===== config.mk =====
export PLATFORM = sky130hd
export DESIGN_NAME = csel_adder
export DESIGN_NICKNAME = d
export VERILOG_FILES = /design/src/rtl/csel_pkg.sv /design/src/rtl/csel_ripple.sv /design/src/rtl/csel_excess1.sv /design/src/rtl/csel_group.sv /design/src/rtl/csel_adder.sv
export SDC_FILE = /design/constraint.sdc
export NUM_CORES = 1
export LEC_CHECK = 0
export ABC_AREA = 1
export ABC_CLOCK_PERIOD_IN_PS = 6250
export BUFFER_PORTS_ARGS = -buffer_cell sky130_fd_sc_hd__buf_2
export CORE_ASPECT_RATIO = 0.9
export CORE_MARGIN = 8
export CORE_UTILIZATION = 51
export DETAILED_ROUTE_END_ITERATION = 8
export PLACE_DENSITY = 0.95
export SYNTH_ARGS = -nofsm -noshare
export SYNTH_HDL_FRONTEND = slang
export SYNTH_SLANG_ARGS = --single-unit

===== constraint.sdc =====
create_clock -name vclk -period 6.25
set_input_delay 0.625 -clock vclk [all_inputs]
set_output_delay 0.625 -clock vclk [all_outputs]
set_load 0.01 [all_outputs]

===== src/rtl/csel_pkg.sv =====
package csel_pkg;

    // Nominal width of group g before trimming to the word size.
    function automatic int grp_width_raw(input int g);
        return (g < 2) ? 2 : g + 1;
    endfunction

    // Lowest bit position covered by group g.
    function automatic int grp_lsb(input int g);
        int acc;
        acc = 0;
        for (int i = 0; i < g; i++) acc += grp_width_raw(i);
        return acc;
    endfunction

    // Number of groups needed to cover total bits.
    function automatic int grp_count(input int total);
        int covered;
        int n;
        covered = 0;
        n = 0;
        while (covered < total) begin
            covered += grp_width_raw(n);
            n++;
        end
        return n;
    endfunction

    // Width of group g after trimming the last group to fit.
    function automatic int grp_width(input int g, input int total);
        int w;
        w = grp_width_raw(g);
        if (grp_lsb(g) + w > total) w = total - grp_lsb(g);
        return w;
    endfunction

endpackage


===== src/rtl/csel_ripple.sv =====
module csel_ripple #(
    parameter int K = 2
) (
    input  logic [K-1:0] a,
    input  logic [K-1:0] b,
    input  logic         cin,
    output logic [K-1:0] sum,
    output logic         cout
);
    logic [K:0] chain;

    assign chain[0] = cin;

    for (genvar i = 0; i < K; i++) begin : g_bit
        assign sum[i]     = a[i] ^ b[i] ^ chain[i];
        assign chain[i+1] = (a[i] & b[i]) | (chain[i] & (a[i] ^ b[i]));
    end

    assign cout = chain[K];
endmodule


===== src/rtl/csel_excess1.sv =====
module csel_excess1 #(
    parameter int N = 3
) (
    input  logic [N-1:0] val_in,
    output logic [N-1:0] val_out
);
    // ones_below[i] is set when every input bit below i is 1.
    logic [N-1:0] ones_below;

    assign ones_below[0] = 1'b1;

    for (genvar i = 1; i < N; i++) begin : g_run
        assign ones_below[i] = ones_below[i-1] & val_in[i-1];
    end

    for (genvar i = 0; i < N; i++) begin : g_flip
        assign val_out[i] = val_in[i] ^ ones_below[i];
    end
endmodule


===== src/rtl/csel_group.sv =====
module csel_group #(
    parameter int K = 2
) (
    input  logic [K-1:0] a,
    input  logic [K-1:0] b,
    input  logic         sel,
    output logic [K-1:0] sum,
    output logic         cout
);
    logic [K-1:0] zero_sum;
    logic         zero_cy;
    logic [K:0]   plus_one;

    csel_ripple #(.K(K)) u_rca (
        .a    (a),
        .b    (b),
        .cin  (1'b0),
        .sum  (zero_sum),
        .cout (zero_cy)
    );

    csel_excess1 #(.N(K + 1)) u_inc (
        .val_in  ({zero_cy, zero_sum}),
        .val_out (plus_one)
    );

    assign {cout, sum} = sel ? plus_one : {zero_cy, zero_sum};
endmodule


===== src/rtl/csel_adder.sv =====
module csel_adder #(
    parameter int WIDTH = 16
) (
    input  logic [WIDTH-1:0] op_a,
    input  logic [WIDTH-1:0] op_b,
    input  logic             carry_in,
    output logic [WIDTH-1:0] sum,
    output logic             carry_out
);
    localparam int NGRP = csel_pkg::grp_count(WIDTH);

    // carry[g] is the carry entering group g.
    logic [NGRP:0] carry;

    assign carry[0] = carry_in;

    for (genvar g = 0; g < NGRP; g++) begin : g_grp
        localparam int LSB = csel_pkg::grp_lsb(g);
        localparam int W   = csel_pkg::grp_width(g, WIDTH);
        if (g == 0) begin : g_base
            csel_ripple #(.K(W)) u_base (
                .a    (op_a[LSB +: W]),
                .b    (op_b[LSB +: W]),
                .cin  (carry[g]),
                .sum  (sum[LSB +: W]),
                .cout (carry[g+1])
            );
        end else begin : g_sel
            csel_group #(.K(W)) u_grp (
                .a    (op_a[LSB +: W]),
                .b    (op_b[LSB +: W]),
                .sel  (carry[g]),
                .sum  (sum[LSB +: W]),
                .cout (carry[g+1])
            );
        end
    end

    assign carry_out = carry[NGRP];
endmodule


; ---- Word level (Yosys, flattened, before mapping)
; Cells that the tools add are included.
[totals]
in_bits = 33
reg_bits = 0
[classes]
n_bitwise = 96
n_mux = 4
[op_table]
columns = op, n
row1 = 1-bit XOR, 42
row2 = 1-bit bitwise AND, 38
row3 = 1-bit OR, 12
row4 = 6-bit 2-to-1 mux, 1
row5 = 5-bit 2-to-1 mux, 1
row6 = 4-bit 2-to-1 mux, 1
row7 = 1-bit inverter, 4
row8 = 3-bit 2-to-1 mux, 1

; ---- Longest topological paths before layout
[depth]
depth_word = 11
mapped_depth = 13

; ---- Hierarchy
; From an unflattened synthesis, not the netlist that was laid out.
[hier_totals]
hier_cells = 158
area_unflattened_um2 = 940.9
[by_module_without_submodules]
columns = module, area_each_um2, seq_area_each_um2, cells_per_inst, n_inst
row1 = csel_ripple at g_grp[0].g_base.u_base ..., 70.1, 0.0, 10, 2
row2 = csel_ripple at g_grp[4].g_sel.u_grp.u_rca, 137.6, 0.0, 15, 1
row3 = csel_ripple at g_grp[3].g_sel.u_grp.u_rca, 117.6, 0.0, 14, 1
row4 = csel_ripple at g_grp[2].g_sel.u_grp.u_rca, 97.6, 0.0, 13, 1
row5 = csel_group at g_grp[4].g_sel.u_grp, 75.1, 0.0, 20, 1
row6 = csel_excess1 at g_grp[4].g_sel.u_grp.u_inc, 72.6, 0.0, 10, 1
row7 = csel_group at g_grp[3].g_sel.u_grp, 63.8, 0.0, 17, 1
row8 = csel_excess1 at g_grp[3].g_sel.u_grp.u_inc, 60.1, 0.0, 9, 1
row9 = csel_group at g_grp[2].g_sel.u_grp, 52.6, 0.0, 14, 1
row10 = csel_excess1 at g_grp[2].g_sel.u_grp.u_inc, 47.5, 0.0, 8, 1
row11 = csel_group at g_grp[1].g_sel.u_grp, 41.3, 0.0, 11, 1
row12 = csel_excess1 at g_grp[1].g_sel.u_grp.u_inc, 35.0, 0.0, 7, 1

; ---- Worst setup path after synthesis
; OpenSTA, ideal clock, no wires.
[synth_path]
path_type = input -> output
startpoint = input port op_a[7]
endpoint = output port carry_out
setup_slack_ns = 2.779
path_stages = 12
t_arrival_ns = 2.846
required_ns = 5.625
n_path_buf = 0
path_cell_list = ha_1 > inv_1 > fa_1 > fa_1 > fa_1 > inv_1 > ha_1 > xor2_2 > inv_1 > nand3_2 > nand3_1 > nand2_1
[synth_between]
elab_chain_cells = 10
word_cells_on_any_way = 17
[synth_rtl]
columns = element, line_no
row1 = "start, declared", csel_adder.sv:4  ; input logic [WIDTH-1:0] op_a,
row2 = 1-bit bitwise AND (2 in series), csel_ripple.sv:16  ; assign chain[i+1] = (a[i] & b[i]) | (chain[i] & (a[i] ^ b[i]));
row3 = 1-bit OR, csel_ripple.sv:16
row4 = 1-bit bitwise AND, csel_ripple.sv:16
row5 = 1-bit OR, csel_ripple.sv:16
row6 = 1-bit bitwise AND / 1-bit XOR (equally long branches), "csel_ripple.sv:16, csel_ripple.sv:15"
row7 = 1-bit OR / 1-bit bitwise AND (equally long branches), "csel_ripple.sv:16, csel_excess1.sv:13"
row8 = 1-bit XOR, csel_excess1.sv:17  ; assign val_out[i] = val_in[i] ^ ones_below[i];
row9 = 5-bit 2-to-1 mux *, csel_group.sv:27  ; assign {cout, sum} = sel ? plus_one : {zero_cy, zero_sum};
row10 = 6-bit 2-to-1 mux *, csel_group.sv:27
row11 = "end, declared", csel_adder.sv:8  ; output logic carry_out
; Every way passes the cells marked *; elsewhere a longest branch is shown, timed or not.

; ---- Final worst setup path
[layout_path]
startpoint = input port op_a[7]
endpoint = output port sum[13]
[layout_between]
elab_chain_cells = 10
word_cells_on_any_way = 17
[layout_rtl]
columns = element, line_no
row1 = 1-bit bitwise AND (2 in series), csel_ripple.sv:16
row2 = 1-bit OR, csel_ripple.sv:16
row3 = 1-bit bitwise AND, csel_ripple.sv:16
row4 = 1-bit OR, csel_ripple.sv:16
row5 = 1-bit bitwise AND / 1-bit XOR (equally long branches), "csel_ripple.sv:16, csel_ripple.sv:15"
row6 = 1-bit OR / 1-bit bitwise AND (equally long branches), "csel_ripple.sv:16, csel_excess1.sv:13"
row7 = 1-bit XOR, csel_excess1.sv:17
row8 = 5-bit 2-to-1 mux *, csel_group.sv:27
row9 = 6-bit 2-to-1 mux *, csel_group.sv:27
row10 = "end, declared", csel_adder.sv:7  ; output logic [WIDTH-1:0] sum,
; Marked as above.

==> run_results.csv <==
group,metric,value,unit
critical_path,critPathCaptureType,"output port",
clocking,post_cts_resized,0,
layout,regArea,0,sq um
pwr,p_comb_frac,1.000,
timing,tns,0,ns
drt,post-route-drc-count,0,
pwr,power_leakage,0.7436,nW
floorplanning,rows,14,
clocking,post-cts-setup-buffers,0,
synth,synthesis.area,895.9,sq um
synth,yosysWarnings,0,
timing,whs,1.597,ns
pwr,switching_share,0.5654,
synth,syn_avg_cell_area,8.071,sq um
global_route,grt_first_pass_wirelength,3.808,mm
pwr,power,0.1765,mW
critical_path,worstSetupPathType,"in2out",
layout,clockBufferCount,0,
critical_path,path_max_fanout,6,
floorplanning,core,1664,sq um
pwr,clockPowerShare,0,
hold_path,hp-class,"in2out",
critical_path,cpMaxStageDelayCell,"fa_1",
layout,syn2layout_area_growth,31.29,%
run,max_cap_viol_count,0,
timing,worst_pin_slew,0.2704,ns
drt,drt-total-wl,2.147,mm
global_route,grt_usage,0.1347,
placed_design,io_buffers,50,
synth,netlist.area_leader.share,0.2682,
global_route,grt_max_degree,10,
synth,synth.distinct_cells,18,
floorplanning,die-height,55.76,um
placed_design,gp_congestion,0.7628,
pwr,p_switching,0.09981,mW
layout,fin_nets,222,
drt,post_drt_wl_per_cell,11.61,um
critical_path,crit_required,5.62,ns
drt,vias_per_cell,4.714,
drt,detail_route.iter0.violations,10,
critical_path,crit_chain,"buf_2, ha_1, inv_1, fa_1, fa_1, fa_1, inv_1, ha_1, xor2_2, inv_1, nand3_2, nand3_1, nand2_1, buf_2",
clocking,ctsHoldBuffers,0,
synth,syn-instance-count,111,
global_route,grt_pass1_vias,949,
layout,fill_cells,133,
timing,setup_ws,2.513,ns
layout,final_common_cell,"buf_2",
critical_path,cpPeakStageDelay,0.51,ns
drt,dr_total_vias,872,
timing,report.final.slew_viol_count,0,
pwr,vdd_drop_max,0.00008477,V
global_route,grt_antenna_before_repair,0,
global_route,overflow,0,
status,status,"complete, no violations",
layout,most-common-layout-cells,"buf_2, inv_1, ha_1",
pwr,powerDensity,150.1,nW/um^2
critical_path,critPathLaunchType,"primary input",
critical_path,arrival,3.11,ns
timing,slew_headroom,0.8184,
timing,fmax,0.2676,GHz
pwr,p_seq_frac,0,
drt,drtAntennaViolNets,0,
synth,yosysSeqAreaShare,0,
timing,min_period,3.737,ns
synth,syn_nets,170,
placed_design,dp.cells,185,
timing,setup_violations,0,
drt,dr.pass1.iters,4,
critical_path,crit_family,"adder cells",
timing,rsz0062_at_grt,"no",
placed_design,post-place-ws,2.514,ns
floorplanning,io_pins,50,
layout,drive_above_1_share,0.3975,
synth,netlist_top_cells_area,"fa_1, ha_1, inv_1",
timing,period_share,0.5980,
placed_design,dpl.hpwl,2.032,mm
layout,antenna_cells,0,
layout,seq_cells,0,
layout,instances_no_fill,185,
synth,yosys.area.top_type,"fa_1",
pwr,intPower,0.07672,mW
timing,hold_viol_final,0,
floorplanning,fp.dieArea,3356,sq um
floorplanning,die_w,60.18,um
floorplanning,initial_utilization,0.5383,
critical_path,path_buf_inv,5,
## power by group through the flow
stage	Combinational [mW]	Sequential (mW)	Clock (mW)
after floorplan	0.118	0	0
after global placement	0.169	0	0
after detailed placement	0.179	0	0
after CTS	0.180	0	0
after global routing	0.198	0	0
final	0.177	0	0
## metal layers
metal  GRT usage  share of wire  wire [um]
met1      0.1304           0.34        730
met5           0              0          0
met4     0.03061          0.020         42
met3     0.02540          0.070        150
met2      0.2698           0.57       1223
## worst paths after layout
check                 cells after the start  endpoint     start
worst max-delay path                     14   sum[13]   op_a[7]
worst min-delay path                      3    sum[0]  carry_in
## through the flow
step           utilization  cell area (sq um)
3_5_place_dp        0.7068               1176
4_1_cts             0.7068               1176
6_report            0.7068               1176
2_1_floorplan            -              895.9
5_1_grt             0.7068               1176
3_3_place_gp        0.7068               1176
## synthesized netlist by cell type, types with 2 or more instances
cell      n
nand2_4   5
inv_1    37
nand3_1  12
nand3_2   2
nand3_4   2
nand2_1  10
xnor2_1   4
ha_1     14
fa_1     12
a21oi_1   3
nor2_1    3
## kinds of logic (layout without fill, tap and decap cells)
kind of cell / count (synthesis) / count (layout) / share of synthesized area
mux: 1 / 1 / 0.01257
fa+ha+maj: 26 / 26 / 0.4637
xor+xnor: 6 / 6 / 0.06704
simple gates: 36 / 36 / 0.2751
compound gates: 4 / 4 / 0.02234
buf+inv: 38 / 88 / 0.1592
## area by class of cell
| cell class | count | area, sq um | area share |
|---|---|---|---|
| multi-input cells | 73 | 753.2 | 0.6404 |
| repair buffers | 50 | 250.2 | 0.2128 |
| inverters | 38 | 142.6 | 0.1213 |
| well taps | 24 | 30.03 | 0.02553 |
Note: power is estimated with default switching activity, not from simulation.
